`src/rtl/spm_acc_pkg.sv`:
```
package spm_acc_pkg;
  localparam int SYN_W = 6;
  localparam logic [SYN_W-1:0] TRAP_CLASS = 6'h18;
  localparam logic [1:0] FIELD_DENY = 2'b00;

  typedef enum logic [1:0] {
    V_UNDEF = 2'd0,
    V_TRAP2 = 2'd1,
    V_TRAP3 = 2'd2,
    V_OK    = 2'd3
  } verdict_e;
endpackage

```
`src/rtl/spm_field_pick.sv`:
```
module spm_field_pick #(
  parameter int NUM_MON = 8,
  parameter int SELW    = 5
) (
  input  logic [2*NUM_MON-1:0] vec,
  input  logic [SELW-1:0]      sel,
  output logic [1:0]           fld
);
  logic [NUM_MON-1:0][1:0] hit_f;

  // one masked lane per monitor, OR-combined below
  for (genvar g = 0; g < NUM_MON; g++) begin : g_lane
    assign hit_f[g] = (sel == SELW'(g)) ? vec[2*g +: 2] : 2'b00;
  end

  always_comb begin
    fld = 2'b00;
    for (int i = 0; i < NUM_MON; i++) fld = fld | hit_f[i];
  end
endmodule

```
`src/rtl/spm_desc_mux.sv`:
```
module spm_desc_mux #(
  parameter int NUM_MON = 8,
  parameter int SELW    = 5,
  parameter int DW      = 64
) (
  input  logic [DW*NUM_MON-1:0] tab,
  input  logic [SELW-1:0]       sel,
  output logic [DW-1:0]         dout
);
  logic [NUM_MON-1:0][DW-1:0] lane;

  for (genvar g = 0; g < NUM_MON; g++) begin : g_lane
    assign lane[g] = (sel == SELW'(g)) ? tab[DW*g +: DW] : '0;
  end

  always_comb begin
    dout = '0;
    for (int i = 0; i < NUM_MON; i++) dout = dout | lane[i];
  end
endmodule

```
`src/rtl/spm_el3_gate.sv`:
```
module spm_el3_gate (
  input  logic       has_el3,
  input  logic       el3_pm_en,
  input  logic       promo_undef,
  input  logic [1:0] fld3,
  output logic       blk3,
  output logic       promo_hit
);
  import spm_acc_pkg::*;
  logic deny3;
  always_comb begin
    deny3     = (fld3 == FIELD_DENY);
    blk3      = has_el3 & (~el3_pm_en | deny3);
    promo_hit = blk3 & promo_undef;
  end
endmodule

```
`src/rtl/spm_el2_gate.sv`:
```
module spm_el2_gate (
  input  logic       el2_en,
  input  logic       has_el3,
  input  logic       fgt_feat,
  input  logic       fgt3_en,
  input  logic       fgt_rd_allow,
  input  logic       el2_pm_en,
  input  logic [1:0] fld2,
  output logic       trap2_hit
);
  import spm_acc_pkg::*;
  logic fgt_hit;
  always_comb begin
    fgt_hit   = fgt_feat & ((has_el3 & ~fgt3_en) | ~fgt_rd_allow);
    trap2_hit = el2_en & (fgt_hit | ~el2_pm_en | (fld2 == FIELD_DENY));
  end
endmodule

```
`src/rtl/spm_id_access.sv`:
```
module spm_id_access
  import spm_acc_pkg::*;
#(
  parameter int NUM_MON = 8,
  parameter int SELW    = 5,
  parameter int DW      = 64
) (
  input  logic                  clk,
  input  logic                  rst_n,
  input  logic                  req,
  input  logic [1:0]            cur_el,
  input  logic                  has_el3,
  input  logic                  el2_en,
  input  logic                  promo_undef,
  input  logic                  undef_sel,
  input  logic                  el3_pm_en,
  input  logic                  el2_pm_en,
  input  logic                  fgt_feat,
  input  logic                  fgt3_en,
  input  logic                  fgt_rd_allow,
  input  logic [2*NUM_MON-1:0]  acc3_vec,
  input  logic [2*NUM_MON-1:0]  acc2_vec,
  input  logic [SELW-1:0]       mon_sel,
  input  logic [DW*NUM_MON-1:0] desc_tab,
  input  logic [DW-1:0]         virt_id,
  output logic                  res_undef,
  output logic                  res_trap2,
  output logic                  res_trap3,
  output logic                  res_ok,
  output logic [SYN_W-1:0]      syn_class,
  output logic [DW-1:0]         rd_data
);
  localparam int MAXSEL = NUM_MON - 1;

  logic [1:0]    fld3, fld2;
  logic          blk3, promo_hit, trap2_hit;
  logic          idx_ok;
  logic [DW-1:0] sel_desc;
  verdict_e      verdict;
  logic          unused_virt;

  // the virtual identity never enters the decision or data paths
  assign unused_virt = ^virt_id;

  spm_field_pick #(.NUM_MON(NUM_MON), .SELW(SELW)) u_pick3 (
    .vec(acc3_vec), .sel(mon_sel), .fld(fld3));
  spm_field_pick #(.NUM_MON(NUM_MON), .SELW(SELW)) u_pick2 (
    .vec(acc2_vec), .sel(mon_sel), .fld(fld2));

  spm_el3_gate u_el3 (
    .has_el3(has_el3), .el3_pm_en(el3_pm_en), .promo_undef(promo_undef),
    .fld3(fld3), .blk3(blk3), .promo_hit(promo_hit));

  spm_el2_gate u_el2 (
    .el2_en(el2_en), .has_el3(has_el3), .fgt_feat(fgt_feat),
    .fgt3_en(fgt3_en), .fgt_rd_allow(fgt_rd_allow), .el2_pm_en(el2_pm_en),
    .fld2(fld2), .trap2_hit(trap2_hit));

  spm_desc_mux #(.NUM_MON(NUM_MON), .SELW(SELW), .DW(DW)) u_desc (
    .tab(desc_tab), .sel(mon_sel), .dout(sel_desc));

  assign idx_ok = (mon_sel <= SELW'(MAXSEL));

  // priority chain
  always_comb begin
    verdict = V_OK;
    if (cur_el == 2'd0)        verdict = V_UNDEF;
    else if (!idx_ok)          verdict = V_UNDEF;
    else if (cur_el == 2'd3)   verdict = V_OK;
    else if (promo_hit)        verdict = V_UNDEF;
    else if (cur_el == 2'd1 && trap2_hit) verdict = V_TRAP2;
    else if (blk3)             verdict = undef_sel ? V_UNDEF : V_TRAP3;
    else                       verdict = V_OK;
  end

  always_comb begin
    res_undef = req & (verdict == V_UNDEF);
    res_trap2 = req & (verdict == V_TRAP2);
    res_trap3 = req & (verdict == V_TRAP3);
    res_ok    = req & (verdict == V_OK);
    syn_class = (res_trap2 | res_trap3) ? TRAP_CLASS : '0;
    rd_data   = res_ok ? sel_desc : '0;
  end


  verdict_onehot_chk: assert property (@(posedge clk) disable iff (!rst_n)
    req |-> $countones({res_undef, res_trap2, res_trap3, res_ok}) == 1);

  idle_quiet_chk: assert property (@(posedge clk) disable iff (!rst_n)
    !req |-> !(res_undef | res_trap2 | res_trap3 | res_ok));

  el0_undef_chk: assert property (@(posedge clk) disable iff (!rst_n)
    (req && cur_el == 2'd0) |-> res_undef);

  el3_ok_chk: assert property (@(posedge clk) disable iff (!rst_n)
    (req && cur_el == 2'd3 && mon_sel < SELW'(NUM_MON)) |-> res_ok);

  promo_undef_chk: assert property (@(posedge clk) disable iff (!rst_n)
    (req && (cur_el == 2'd1 || cur_el == 2'd2) && has_el3 && promo_undef
     && !el3_pm_en) |-> res_undef);

  trap2_scope_chk: assert property (@(posedge clk) disable iff (!rst_n)
    res_trap2 |-> (cur_el == 2'd1 && el2_en));

  trap3_scope_chk: assert property (@(posedge clk) disable iff (!rst_n)
    res_trap3 |-> (has_el3 && !undef_sel));

  syndrome_chk: assert property (@(posedge clk) disable iff (!rst_n)
    (res_trap2 || res_trap3) |-> syn_class == 6'h18);

  data_gate_chk: assert property (@(posedge clk) disable iff (!rst_n)
    !res_ok |-> rd_data == '0);
endmodule

```
`config.mk`:
```
export PLATFORM = sky130hd
export DESIGN_NAME = spm_id_access
export DESIGN_NICKNAME = d
export VERILOG_FILES = /design/src/rtl/spm_acc_pkg.sv /design/src/rtl/spm_field_pick.sv /design/src/rtl/spm_desc_mux.sv /design/src/rtl/spm_el3_gate.sv /design/src/rtl/spm_el2_gate.sv /design/src/rtl/spm_id_access.sv
export SDC_FILE = /design/constraint.sdc
export NUM_CORES = 1
export LEC_CHECK = 0
export ABC_AREA = 1
export BUFFER_PORTS_ARGS = -buffer_cell sky130_fd_sc_hd__buf_4
export CAP_MARGIN = 20
export CORE_AREA = 2 2 269 271
export DETAILED_ROUTE_END_ITERATION = 16
export DIE_AREA = 0 0 271 273
export SLEW_MARGIN = 0
export SYNTH_ARGS = -nofsm -noshare
export SYNTH_HDL_FRONTEND = slang
export SYNTH_SLANG_ARGS = --single-unit
```
`constraint.sdc`:
```
create_clock -name vclk -period 1.75
set_clock_uncertainty 0.2 [all_clocks]
set_input_delay 0 -clock vclk [all_inputs]
set_output_delay 0 -clock vclk [all_outputs]
set_load 0.02 [all_outputs]
```
==> results.py <==
metrics = {
    "status": {
        "status": "finished, violations left",
        "violations": "setup timing",
    },
    "pwr": {
        "clkPwrFrac_pct": 0,
        "sw_frac_of_total_pct": 43.1,
        "p_leak_nw": 5.88,
        "netSwitchingPower_mw": 0.962,
        "seqPwrFrac_pct": 0,
        "power.total_mw": 2.23,
        "ir_worst_vdd_mv": 0.124,
        "p_comb_share_pct": 100.0,
        "power.density_nw_per_um2": 177,
        "power.internal_mw": 1.27,
    },
    "worst_setup_path": {
        "crit_arrival_ns": 2.06,
        "worstPathMaxFanout": 9,
        "critPathTopFamily": "simple AND/OR/NAND/NOR gates",
        "cp_cell_sequence": "buf_8, nor2_4, buf_12, nand2_8, nor2_4, buf_6, nand2_2, nand2_1, nor2_1, nand2_1, o21ai_2, nand3_1, nand2_2, nand3_4, buf_12, buf_12, buf_16, nor3_4, buf_6",
        "critPathCaptureType": "output pin",
        "slowest_delay_ns": 0.18,
        "start_kind": "input port",
        "setup.worst_path.class": "input port to output pin",
        "slowest_stage": "o21ai_2",
        "worstPathRequired_ns": 1.55,
        "cpMostUsedCell": "buf_12",
        "cp_num_buf_inv": 7,
    },
    "detailed_routing": {
        "antenna_left": 0,
        "drc": 0,
        "routed_via_density": 3.72,
        "drt-pass1-iter-count": 4,
        "wl_per_cell_um": 19.1,
        "vias": 9408,
        "routed_wl_um": 48400,
        "drt_iter0_drc": 361,
    },
    "final_layout": {
        "multi_input_area_um2": 4590,
        "final_area_um2": 12600,
        "final_cell_mix": "buf_4 (644), nand2_1 (384), buf_6 (84)",
        "fin_cells": 2532,
        "fillers": 8143,
        "syn_to_final_growth_pct": 191,
        "nets": 2207,
        "final-seq-area_um2": 0,
        "final_util_pct": 17.8,
        "final_common_cell": "buf_4",
        "final_layout_size_suffix_gt1_share_pct": 56.9,
        "n_sequential_cell": 0,
        "clkbuf_count": 0,
    },
    "timing": {
        "rsz0062_at_grt": "yes",
        "slew_viol_final": 0,
        "fmax_ghz": 0.442,
        "holdWs_ns": 0.204,
        "fin_ws_ns": -0.512,
        "max_slew_margin_pct": 57.9,
        "setup_viol": 70,
        "min_period_ns": 2.26,
        "tightest_slew_ns": 0.631,
        "hold_viol_final": 0,
        "fin_crit_sh_pct": 129,
    },
    "logic_synthesis": {
        "netlist_area_um2": 4340,
        "yosysWarningCount": 0,
        "yosys-top-cells-area": "nand2_1 (34%), nor3_2 (12%), a21oi_1 (10%)",
        "ys_seq_area_share_pct": 0,
        "netlist_instances": 874,
        "ys_types": 27,
        "synth_area_leader_cell": "nand2_1",
        "synth_top_area_share_pct": 34.2,
        "syn_area_per_cell_um2": 4.97,
    },
    "floorplan": {
        "die_area_um2": 74000,
        "core_um2": 71000,
        "die_w_um": 271,
        "rows": 98,
        "initial_utilization_pct": 6.11,
        "io_pins": 701,
        "die_h_um": 273,
    },
    "worst_hold_path": {
        "hold_path.class": "input port to output pin",
    },
    "clocking": {
        "postCtsHoldBufs": 0,
    },
    "global_route": {
        "grt_overflow": 0,
        "grt_pass1_vias": 9790,
        "grt_pass1_wl_um": 65800,
        "track_usage_pct": 12.2,
        "antenna_found_initial": 8,
        "grt_max_degree": 35,
    },
    "place": {
        "gp_congestion": 0.938,
        "dp_cells": 2501,
        "dp_hpwl_um": 41600,
        "port_buffers": 631,
        "place_area_um2": 11700,
    },
    "run": {
        "cap_violations": 0,
    },
}
==> worst min-delay path: cells and delay by family <==
family	cells	cell delay, ns
buffers and inverters	2	0.29
and+or+nand+nor	2	0.12
==> metrics by stage <==
stage                     setup TNS [ns]  worst slack, ns
after detailed placement          -34.89           -0.735
final                             -28.38           -0.512
after floorplan                    -1.54          -0.0579
after global placement            -34.77           -0.732
after global routing              -35.80           -0.616
after CTS                         -28.04           -0.509
==> logic make-up after synthesis <==
| logic type | share of synthesized area (%) |
|---|---|
| buffers and inverters | 10.7 |
| other | 0.0864 |
| AND/OR/NAND/NOR | 67.9 |
| AO/OA/AOI/OAI | 21.3 |
==> path summary, 6_finish.rpt <==
path              slack (ns)           to  depth (start not counted)        from
setup / recovery       -0.51  rd_data[50]                         19  mon_sel[3]
hold / removal          0.20    res_undef                          4         req
==> synth_stat cells (7+ instances only) <==
cell type,n
nand2_1,395
a21oi_1,87
nand4_1,67
nand3_1,54
nor3_2,50
clkbuf_1,45
a22o_1,33
nor2_1,25
inv_1,24
nor3_1,24
buf_2,13
buf_4,8
o21ai_0,8
o211ai_1,7
==> per-layer routing <==
| metal | up-vias | track usage, % | part of all wire [%] |
|---|---|---|---|
| met2 | 591 | 21.5 | 48 |
| met1 | 4321 | 14.1 | 39 |
| met3 | 66 | 2.67 | 8.2 |
| met4 | 0 | 5.26 | 4.6 |
| met5 | - | 0 | 0 |
| li1 | 4430 | - | - |
==> layout make-up <==
cell class,instances,area share (%)
Antenna cell,4,0.0792
Inverter,27,0.901
Multi-Input combinational cell,776,36.3
Tap cell,950,9.41
Timing Repair Buffer,775,53.3
==> repair_timing <==
action | in CTS | in global routing
endpoints found under the hold margin | 0 | 0
pin swaps | 18 | 7
endpoints found under the setup margin | 70 | 70
cloned | 2 | 1
gates resized for setup | 124 | 32
buffers inserted | 16 | 8
==> power by group through the flow <==
stage | registers, mW | clock network, mW | logic [mW]
after floorplan | 0 | 0 | 0.578
after global placement | 0 | 0 | 2.06
after detailed placement | 0 | 0 | 2.07
after CTS | 0 | 0 | 2.19
after global routing | 0 | 0.000000229 | 2.37
final | 0 | 0.000000307 | 2.23
(Power assumes the default switching activity.)
